## config.mk

```make
export PLATFORM = sky130hd
export DESIGN_NAME = abm_switch_ctrl
export DESIGN_NICKNAME = d
export VERILOG_FILES = /design/src/rtl/abm_pkg.sv /design/src/rtl/abm_scan_stage.sv /design/src/rtl/abm_update_reg.sv /design/src/rtl/abm_switch_decode.sv /design/src/rtl/abm_switch_ctrl.sv
export SDC_FILE = /design/constraint.sdc
export NUM_CORES = 1
export LEC_CHECK = 0
export BUFFER_PORTS_ARGS = -buffer_cell sky130_fd_sc_hd__buf_4
export CAP_MARGIN = 30
export CELL_PAD_IN_SITES_DETAIL_PLACEMENT = 1
export CELL_PAD_IN_SITES_GLOBAL_PLACEMENT = 1
export CORE_AREA = 2 2 39 41
export DETAILED_ROUTE_END_ITERATION = 10
export DIE_AREA = 0 0 41 43
export PLACE_DENSITY_LB_ADDON = 0.15
export SLEW_MARGIN = 30
export SYNTH_ARGS = -nofsm -noshare
export SYNTH_HDL_FRONTEND = slang
export SYNTH_SLANG_ARGS = --single-unit
```

## constraint.sdc

```tcl
create_clock -name tck_i -period 1.05 [get_ports tck_i]
set_input_delay 0.105 -clock tck_i [delete_from_list [all_inputs] [get_ports tck_i]]
set_output_delay 0.105 -clock tck_i [all_outputs]
set_load 0.1 [all_outputs]
```

## src/rtl/abm_pkg.sv

```systemverilog
package abm_pkg;
  localparam int unsigned CTRL_W = 4;
  localparam int unsigned MODE_W = 2;
  localparam int unsigned SW_W   = 6;

  localparam int unsigned B_DATA = 0;
  localparam int unsigned B_ISO  = 1;
  localparam int unsigned B_BUS1 = 2;
  localparam int unsigned B_BUS2 = 3;

  typedef enum logic [MODE_W-1:0] {
    M_MISSION = 2'd0,
    M_SAMPLE  = 2'd1,
    M_EXTEST  = 2'd2,
    M_PROBE   = 2'd3
  } abm_mode_e;

  typedef struct packed {
    logic core;
    logic high;
    logic low;
    logic gnd;
    logic bus1;
    logic bus2;
  } abm_sw_t;
endpackage

```

## src/rtl/abm_scan_stage.sv

```systemverilog
module abm_scan_stage #(
  parameter int unsigned W = abm_pkg::CTRL_W
) (
  input  logic         tck_i,
  input  logic         rst_ni,
  input  logic         capture_en_i,
  input  logic         shift_en_i,
  input  logic         scan_i,
  input  logic         cmp_i,
  input  logic [W-1:0] ctrl_i,
  output logic [W-1:0] sr_o
);
  logic [W-1:0] sr_q, sr_d;

  // bit 0 captures the comparator, upper bits read back the control word
  for (genvar i = 0; i < W; i++) begin : g_bit
    logic cap_v, sh_v;
    if (i == 0) begin : g_lsb
      assign cap_v = cmp_i;
    end else begin : g_up
      assign cap_v = ctrl_i[i];
    end
    if (i == W-1) begin : g_msb
      assign sh_v = scan_i;
    end else begin : g_mid
      assign sh_v = sr_q[i+1];
    end
    always_comb begin
      if (capture_en_i)    sr_d[i] = cap_v;
      else if (shift_en_i) sr_d[i] = sh_v;
      else                 sr_d[i] = sr_q[i];
    end
  end

  always_ff @(posedge tck_i or negedge rst_ni) begin
    if (!rst_ni) sr_q <= '0;
    else         sr_q <= sr_d;
  end

  assign sr_o = sr_q;
endmodule

```

## src/rtl/abm_update_reg.sv

```systemverilog
module abm_update_reg #(
  parameter int unsigned W = abm_pkg::CTRL_W
) (
  input  logic         tck_i,
  input  logic         rst_ni,
  input  logic         update_en_i,
  input  logic [W-1:0] d_i,
  output logic [W-1:0] q_o
);
  always_ff @(negedge tck_i or negedge rst_ni) begin
    if (!rst_ni)          q_o <= '0;
    else if (update_en_i) q_o <= d_i;
  end
endmodule

```

## src/rtl/abm_switch_decode.sv

```systemverilog
module abm_switch_decode
  import abm_pkg::*;
(
  input  abm_mode_e           mode_i,
  input  logic [CTRL_W-1:0]   ctrl_i,
  output abm_sw_t             sw_o
);
  logic data, iso, b1, b2;
  assign data = ctrl_i[B_DATA];
  assign iso  = ctrl_i[B_ISO];
  assign b1   = ctrl_i[B_BUS1];
  assign b2   = ctrl_i[B_BUS2];

  always_comb begin
    sw_o      = '0;
    sw_o.core = 1'b1;
    unique case (mode_i)
      M_EXTEST: begin
        sw_o.core = 1'b0;
        sw_o.high = data;
        sw_o.low  = ~data;
      end
      M_PROBE: begin
        sw_o.core = ~iso;
        sw_o.bus1 = b1;
        sw_o.bus2 = b2;
        // ground return only with core isolated and no stimulus on bus 1
        sw_o.gnd  = iso & data & ~b1;
      end
      default: ;
    endcase
  end
endmodule

```

## src/rtl/abm_switch_ctrl.sv

```systemverilog
module abm_switch_ctrl
  import abm_pkg::*;
(
  input  logic              tck_i,
  input  logic              rst_ni,
  input  logic [MODE_W-1:0] mode_i,
  input  logic              capture_en_i,
  input  logic              shift_en_i,
  input  logic              update_en_i,
  input  logic              scan_i,
  input  logic              cmp_i,
  output logic              scan_o,
  output logic              sw_core_o,
  output logic              sw_high_o,
  output logic              sw_low_o,
  output logic              sw_gnd_o,
  output logic              sw_bus1_o,
  output logic              sw_bus2_o
);
  logic [CTRL_W-1:0] sr, upd;
  abm_sw_t           sw;

  abm_scan_stage #(.W(CTRL_W)) u_scan (
    .tck_i       (tck_i),
    .rst_ni      (rst_ni),
    .capture_en_i(capture_en_i),
    .shift_en_i  (shift_en_i),
    .scan_i      (scan_i),
    .cmp_i       (cmp_i),
    .ctrl_i      (upd),
    .sr_o        (sr)
  );

  abm_update_reg #(.W(CTRL_W)) u_upd (
    .tck_i      (tck_i),
    .rst_ni     (rst_ni),
    .update_en_i(update_en_i),
    .d_i        (sr),
    .q_o        (upd)
  );

  abm_switch_decode u_dec (
    .mode_i(abm_mode_e'(mode_i)),
    .ctrl_i(upd),
    .sw_o  (sw)
  );

  assign scan_o    = sr[0];
  assign sw_core_o = sw.core;
  assign sw_high_o = sw.high;
  assign sw_low_o  = sw.low;
  assign sw_gnd_o  = sw.gnd;
  assign sw_bus1_o = sw.bus1;
  assign sw_bus2_o = sw.bus2;
endmodule

```

==> metrics.cfg, run 1 <==
[setup_path]
timing.reg2reg.worst_path_depth=1
cpMaxStageDelayCell=sky130_fd_sc_hd__dfrtn_1
timing_worst_setup_path_type=reg2out
timing.critical_path.slowest_cell_delay_ns=0.39
r2r_setup_slack_ns=-0.37
worst_r2r_startpoint=u_scan.sr_o[0]
worstPathMaxFanout=4
kind_of_end_point_of_the_critical_path=primary output
crit_path_cell_trace=buf_6, nor3b_4, buf_12
critical_path_required_ns=0.94
worst_ep_arrival_time_ns=1.73
timing.critical_path.from_type=flip-flop
r2r-end=u_upd.q_o[0]

[synth]
netlist-cell-type-count=12
synth_top_family_by_area=multiplexers
adder_cell_fraction_of_synth_area_pct=0
synth_fp_nets=43
ys_warn_count=0
post_synth_instance_area_um2=379
avgSynthCellArea_um2=11.2
synthesized_area_fraction_occupied_by_ao_oa_aoi_and_oai_cells_pct=6.60
synthXorXnorAreaFrac_pct=0
muxShareOfSynthArea_pct=22.4
ys_seq_area_share_pct=52.8
ys_seq_elements=8
synthesized_instance_count=34
synthSimpleGateAreaFrac_pct=14.2

[global_routing]
grt_first_pass_wirelength_um=1670
grt_pass1_vias=403
grtUsageTotal_pct=14.7
grt_max_degree=9
antenna_violations_before_repair=0
grt.overflow.total=0

[cts]
cts.sinks=8
clockBufferDepth=2
tritoncts=yes
insertion_delay_ns=0.26
h_tree_depth=1
clkTransAtPathRegs_ns=0.06
numCtsBuffers=3
cts-root-buf=sky130_fd_sc_hd__clkbuf_4

[min_path]
min-delay-start=cmp_i
min_path_cells=3
min_to=u_scan.sr_o[0]
hold_path_class=in2reg

[cells_and_area]
final_layout_size_suffix_gt1_share_pct=69.2
layout.nets=75
finalCoreUtilization_pct=58.9
antenna_cells_inserted=0
syn_to_final_growth_pct=115

[detailed_routing]
finalWirelength_um=1180
vias=382
ant_nets=0
initialDrtViolationCount=3
drt_drc_violations_left=0
detail_route.vias_per_cell=4.72
drt_first_pass_iters=2
drt-wirelength-per-cell_um=14.6

[power]
power.ir.vdd_worst_mv=0.814
power-per-cell-area_nw_per_um2=1710
power.leakage_nw=0.388

[outcome]
outcome=finished with violations
failed_checks=negative setup slack

[die]
dieArea_um2=1760
initial_core_util_pct=27.4
area_inside_the_core_boundary_um2=1380
std_cell_rows=14
floorplan.io_pins=16
fp.dieH_um=43
die_width_um=41

[sta]
rsz0062_at_grt=true
report.final.slew_viol_count=0
setup_viol_count_final=14
holdWs_ns=0.0624
timing.clock.skew_ns=0.0101
hold_viol=0
worst_pin_slew_ns=0.164
final.setup.worst_slack_ns=-0.786
timing.max_slew.rel_slack_pct=88.8

[placed_design]
place.detailed.hpwl_um=770
port_buffers=15
place_congestion=0.654

[job]
max-cap-violations=0

power breakdown:
| part | internal (mW) | total (mW) | switching, mW |
|---|---|---|---|
| logic | 0.359 | 0.686 | 0.327 |
| registers | 0.381 | 0.446 | 0.0654 |
| clock network | 0.146 | 0.259 | 0.113 |
| total | 0.886 | 1.39 | 0.505 |
critical path, delay by kind of cell, from the launching register on:
kind	cells	cell delay (ns)
flops	1	0.39
simple gates	1	0.20
buf+inv	2	0.35
cell families after synthesis:
kind of cell / after synthesis
AOI/OAI and AO/OA: 5
buffers and inverters: 2
DFF: 8
muxes: 8
and+or+nand+nor: 11
layout make-up:
cell class	count	area, um^2
sequential	8	204
tap	16	20.0
inverter	1	3.75
clock buffer	4	26.3
timing repair buffer	28	323
multi-input combinational	24	238
fill	146	569
metal layers:
layer | global-route usage [%] | vias to the layer above | wire, um
met5 | 0 | - | 0
met4 | 8.00 | 0 | 0
met3 | 3.14 | 0 | 38
met2 | 27.8 | 11 | 739
li1 | - | 182 | -
met1 | 12.7 | 189 | 406
placed cells by master (no fill, tap or decap), drive strengths merged, types with 3 or more instances in the layout:
| cell | instances |
|---|---|
| and3 | 3 |
| buf | 27 |
| clkbuf | 4 |
| dfrtn | 4 |
| dfrtp | 4 |
| mux2 | 4 |
| mux2i | 4 |
| nand2 | 6 |
| o21ai | 5 |
state kept, by name, indices dropped and copies added (netlist names):
name and count:
u_scan.sr_o 4, u_upd.q_o 4
through the flow:
stage	area (um^2)	total power, mW	setup TNS, ns	instances	setup slack (ns)
CTS	753	1.31	-6.37	77	-0.824
finish	815	1.39	-6.40	81	-0.786
global placement	616	0.921	-4.54	72	-0.531
floorplan	434	0.739	-5.39	34	-0.865
detailed placement	616	0.944	-4.85	72	-0.591
global route	815	1.46	-6.82	81	-0.832
what timing repair did:
item	4_1_cts	5_1_grt
endpoints found under the setup margin	14	14
pin swaps	0	2
resized for setup	25	9
setup buffers	1	6
hold buffers	1	0
endpoints found under the hold margin	4	0
cell usage after synthesis (all sizes together):
| library cell | number | share of area [%] |
|---|---|---|
| nor3b | 1 | 2.0 |
| mux2i | 4 | 11 |
| dfrtn | 4 | 26 |
| o21ai | 5 | 6.6 |
| and3 | 3 | 5.0 |
| inv | 1 | 0.99 |
| nand2 | 6 | 5.9 |
| dfrtp | 4 | 26 |
| mux2 | 4 | 12 |
| nor3 | 1 | 1.3 |
| buf | 1 | 3.0 |
worst max path at each step:
stage	from	end	slack, ns
2_1_floorplan	u_upd.q_o[0]	sw_gnd_o	-0.86
3_3_place_gp	u_upd.q_o[0]	sw_gnd_o	-0.53
3_5_place_dp	u_upd.q_o[0]	sw_gnd_o	-0.59
4_1_cts	u_upd.q_o[0]	sw_gnd_o	-0.82
5_1_grt	u_upd.q_o[0]	sw_gnd_o	-0.83
6_report	u_upd.q_o[0]	sw_low_o	-0.79
No activity file was read; power rests on OpenSTA's default activity.
==> inputs of run 2 (changes only) <==
==> constraint.sdc (replaced) <==
create_clock -name tck_i -period 1.05 [get_ports tck_i]
set_input_delay 0.105 -clock tck_i [delete_from_list [all_inputs] [get_ports tck_i]]
set_output_delay 0.105 -clock tck_i [all_outputs]
set_load 0.005 [all_outputs]
==> run 2 against run 1 <==
  * First-iteration DRC count down 100%
  * Global-route usage down 0.87 points
  * Clock power down 11%
  * Critical path depth unchanged
  * Via count down 1.8%
  * Utilization down 7.3 points
  * Highest routed layer unchanged
  * Sequential cell count unchanged
  * Die area unchanged
  * Sequential power down 4.7%
  * Sequential share of layout area up 3.0 points
  * The flow still finishes with violations (negative setup slack)
  * Worst setup slack better by 0.16 ns
  * Non-clock buffer count up 3
  * Critical path type unchanged
==> metrics.cfg, run 2 (synthesized netlist as in run 1, its figures left out) <==
[power]
power-per-cell-area_nw_per_um2=1590  ; -7.2%
power.ir.vdd_worst_mv=0.791  ; -2.8%
power.leakage_nw=0.387  ; -0.24%

[setup_path]
kind_of_end_point_of_the_critical_path=primary output
number_of_buffers_and_inverters_on_the_critical_path=2  ; unchanged
critical_path_required_ns=0.94  ; about the same
timing.critical_path.slowest_cell_delay_ns=0.37  ; -0.02 ns
worstPathMaxFanout=3  ; -1
cpMaxStageDelayCell=sky130_fd_sc_hd__dfrtn_1
timing_worst_setup_path_type=reg2out
crit_path_cell_trace=buf_6, nor3b_2, buf_4
worst_ep_arrival_time_ns=1.57  ; -0.16 ns
cp_top_family=flip-flops
timing.critical_path.from_type=flip-flop
r2r_setup_slack_ns=-0.28  ; +0.09 ns

[sta]
report.final.slew_viol_count=0  ; unchanged
final.setup.worst_slack_ns=-0.625  ; +0.162 ns
rsz0062_at_grt=true
worst_pin_slew_ns=0.178  ; +0.0139 ns
timing.max_slew.rel_slack_pct=87.8  ; -0.96 points
timing.clock.skew_ns=0.0115  ; +0.00142 ns
hold_viol=0  ; unchanged
setup_viol_count_final=14  ; unchanged

[placed_design]
preCtsSetupSlack_ns=-0.353  ; +0.238 ns
place_congestion=0.665  ; +1.7%
place.detailed.hpwl_um=756  ; -1.9%
port_buffers=15  ; unchanged

[global_routing]
grt_max_degree=9  ; unchanged
grt_pass1_vias=394  ; -2.2%
grtUsageTotal_pct=13.9  ; -0.87 points
grt_first_pass_wirelength_um=1580  ; -5.3%
grt.overflow.total=0  ; unchanged
antenna_violations_before_repair=0  ; unchanged

[cts]
clockBufferDepth=2  ; unchanged
cts-root-buf=sky130_fd_sc_hd__clkbuf_4
h_tree_depth=1  ; unchanged
numCtsBuffers=3  ; unchanged
cts.sinks=8  ; unchanged
tritoncts=yes
insertion_delay_ns=0.26  ; about the same
clkTransAtPathRegs_ns=0.06  ; about the same

[cells_and_area]
commonest_cells_after_routing_fill_and_taps_aside=sky130_fd_sc_hd__buf_4 (25), sky130_fd_sc_hd__buf_6 (5)
syn_to_final_growth_pct=88.1
fillerInstances=158  ; +8.2%
layout_commonest_cell=sky130_fd_sc_hd__buf_4
final_layout_size_suffix_gt1_share_pct=67.2  ; -2.1 points
layout.nets=78  ; +4.0%
area.sequential_um2=200  ; -1.8%
antenna_cells_inserted=0  ; unchanged
finalCoreUtilization_pct=51.5  ; -7.3 points
multiInputGateArea_um2=213  ; -11%

[outcome]
outcome=finished with violations
failed_checks=negative setup slack

[detailed_routing]
drt_drc_violations_left=0  ; unchanged
initialDrtViolationCount=0  ; -3
drt_first_pass_iters=1  ; -1
vias=375  ; -1.8%
ant_nets=0  ; unchanged
drt-wirelength-per-cell_um=13.5  ; -7.7%
detail_route.vias_per_cell=4.52  ; -4.2%
finalWirelength_um=1120  ; -5.4%

[die]
floorplan.io_pins=16  ; unchanged
die_width_um=41  ; unchanged
dieArea_um2=1760  ; unchanged
fp.dieH_um=43  ; unchanged
initial_core_util_pct=27.4  ; unchanged
std_cell_rows=14  ; unchanged
area_inside_the_core_boundary_um2=1380  ; unchanged

[job]
max-cap-violations=0  ; unchanged

[min_path]
hold_path_class=in2reg

[run 2: changes by cell type in the layout (fill, tap and decap cells not counted), sizes merged]
cell	previous run	this run
buf	27	30
clkbuf	4	3
[run 2: what timing repair did]
action,in CTS,in global routing
gates cloned,0,0
pin swaps,2,2
hold buffers,1,0
endpoints found under the setup margin,13,13
endpoints found under the hold margin,4,0
buffers inserted,4,5
resized for setup,2,10
[run 2: area by class of cell]
class / count / share of cell area, %
flip-flops and latches: 8 / 28.1
inverters: 1 / 0.526
multi-input cells: 24 / 29.8
clock buffers: 3 / 3.16
repair buffers: 31 / 35.6
well taps: 16 / 2.81
[run 2: worst paths after layout]
kind	start	to	cells past startpoint
max	u_upd.q_o[0]	sw_low_o	3
min	cmp_i	u_scan.sr_o[0]	3
max reg2reg	u_upd.q_o[1]	u_scan.sr_o[1]	4
min reg2reg	u_upd.q_o[3]	u_upd.q_o[3]	2
max in group asynchronous	rst_ni	u_upd.q_o[3]	2
min in group asynchronous	rst_ni	u_scan.sr_o[1]	2
[run 2: worst min-delay path, cell delays in order]
cell                      delay [ns]
sky130_fd_sc_hd__buf_4          0.08
sky130_fd_sc_hd__nand2_1        0.04
sky130_fd_sc_hd__o21ai_1        0.06
[run 2: metrics by stage]
stage | cells | instance area (um^2) | TNS, ns | hold WS, ns | total power, mW
2_1_floorplan | 34 | 404 | -2.03 | -0.191 | 0.549
3_3_place_gp | 72 | 586 | -2.89 | -0.0740 | 0.727
3_5_place_dp | 72 | 586 | -3.18 | -0.0708 | 0.746
4_1_cts | 80 | 654 | -5.13 | 0.0693 | 1.05
5_1_grt | 83 | 713 | -5.69 | 0.0908 | 1.21
6_report | 83 | 713 | -5.10 | 0.0732 | 1.13
[run 2: where the power goes]
group / switching [mW] / total [mW] / internal [mW]
sequential: 0.0468 / 0.425 / 0.378
combinational: 0.160 / 0.475 / 0.316
clock: 0.100 / 0.231 / 0.131
total: 0.307 / 1.13 / 0.824
[run 2: per-layer routing]
layer  global-route usage [%]  wire length (um)
met1                     13.5               372
met3                     4.71                76
met2                     22.5               671
met5                        0                 0
met4                     10.0                 0
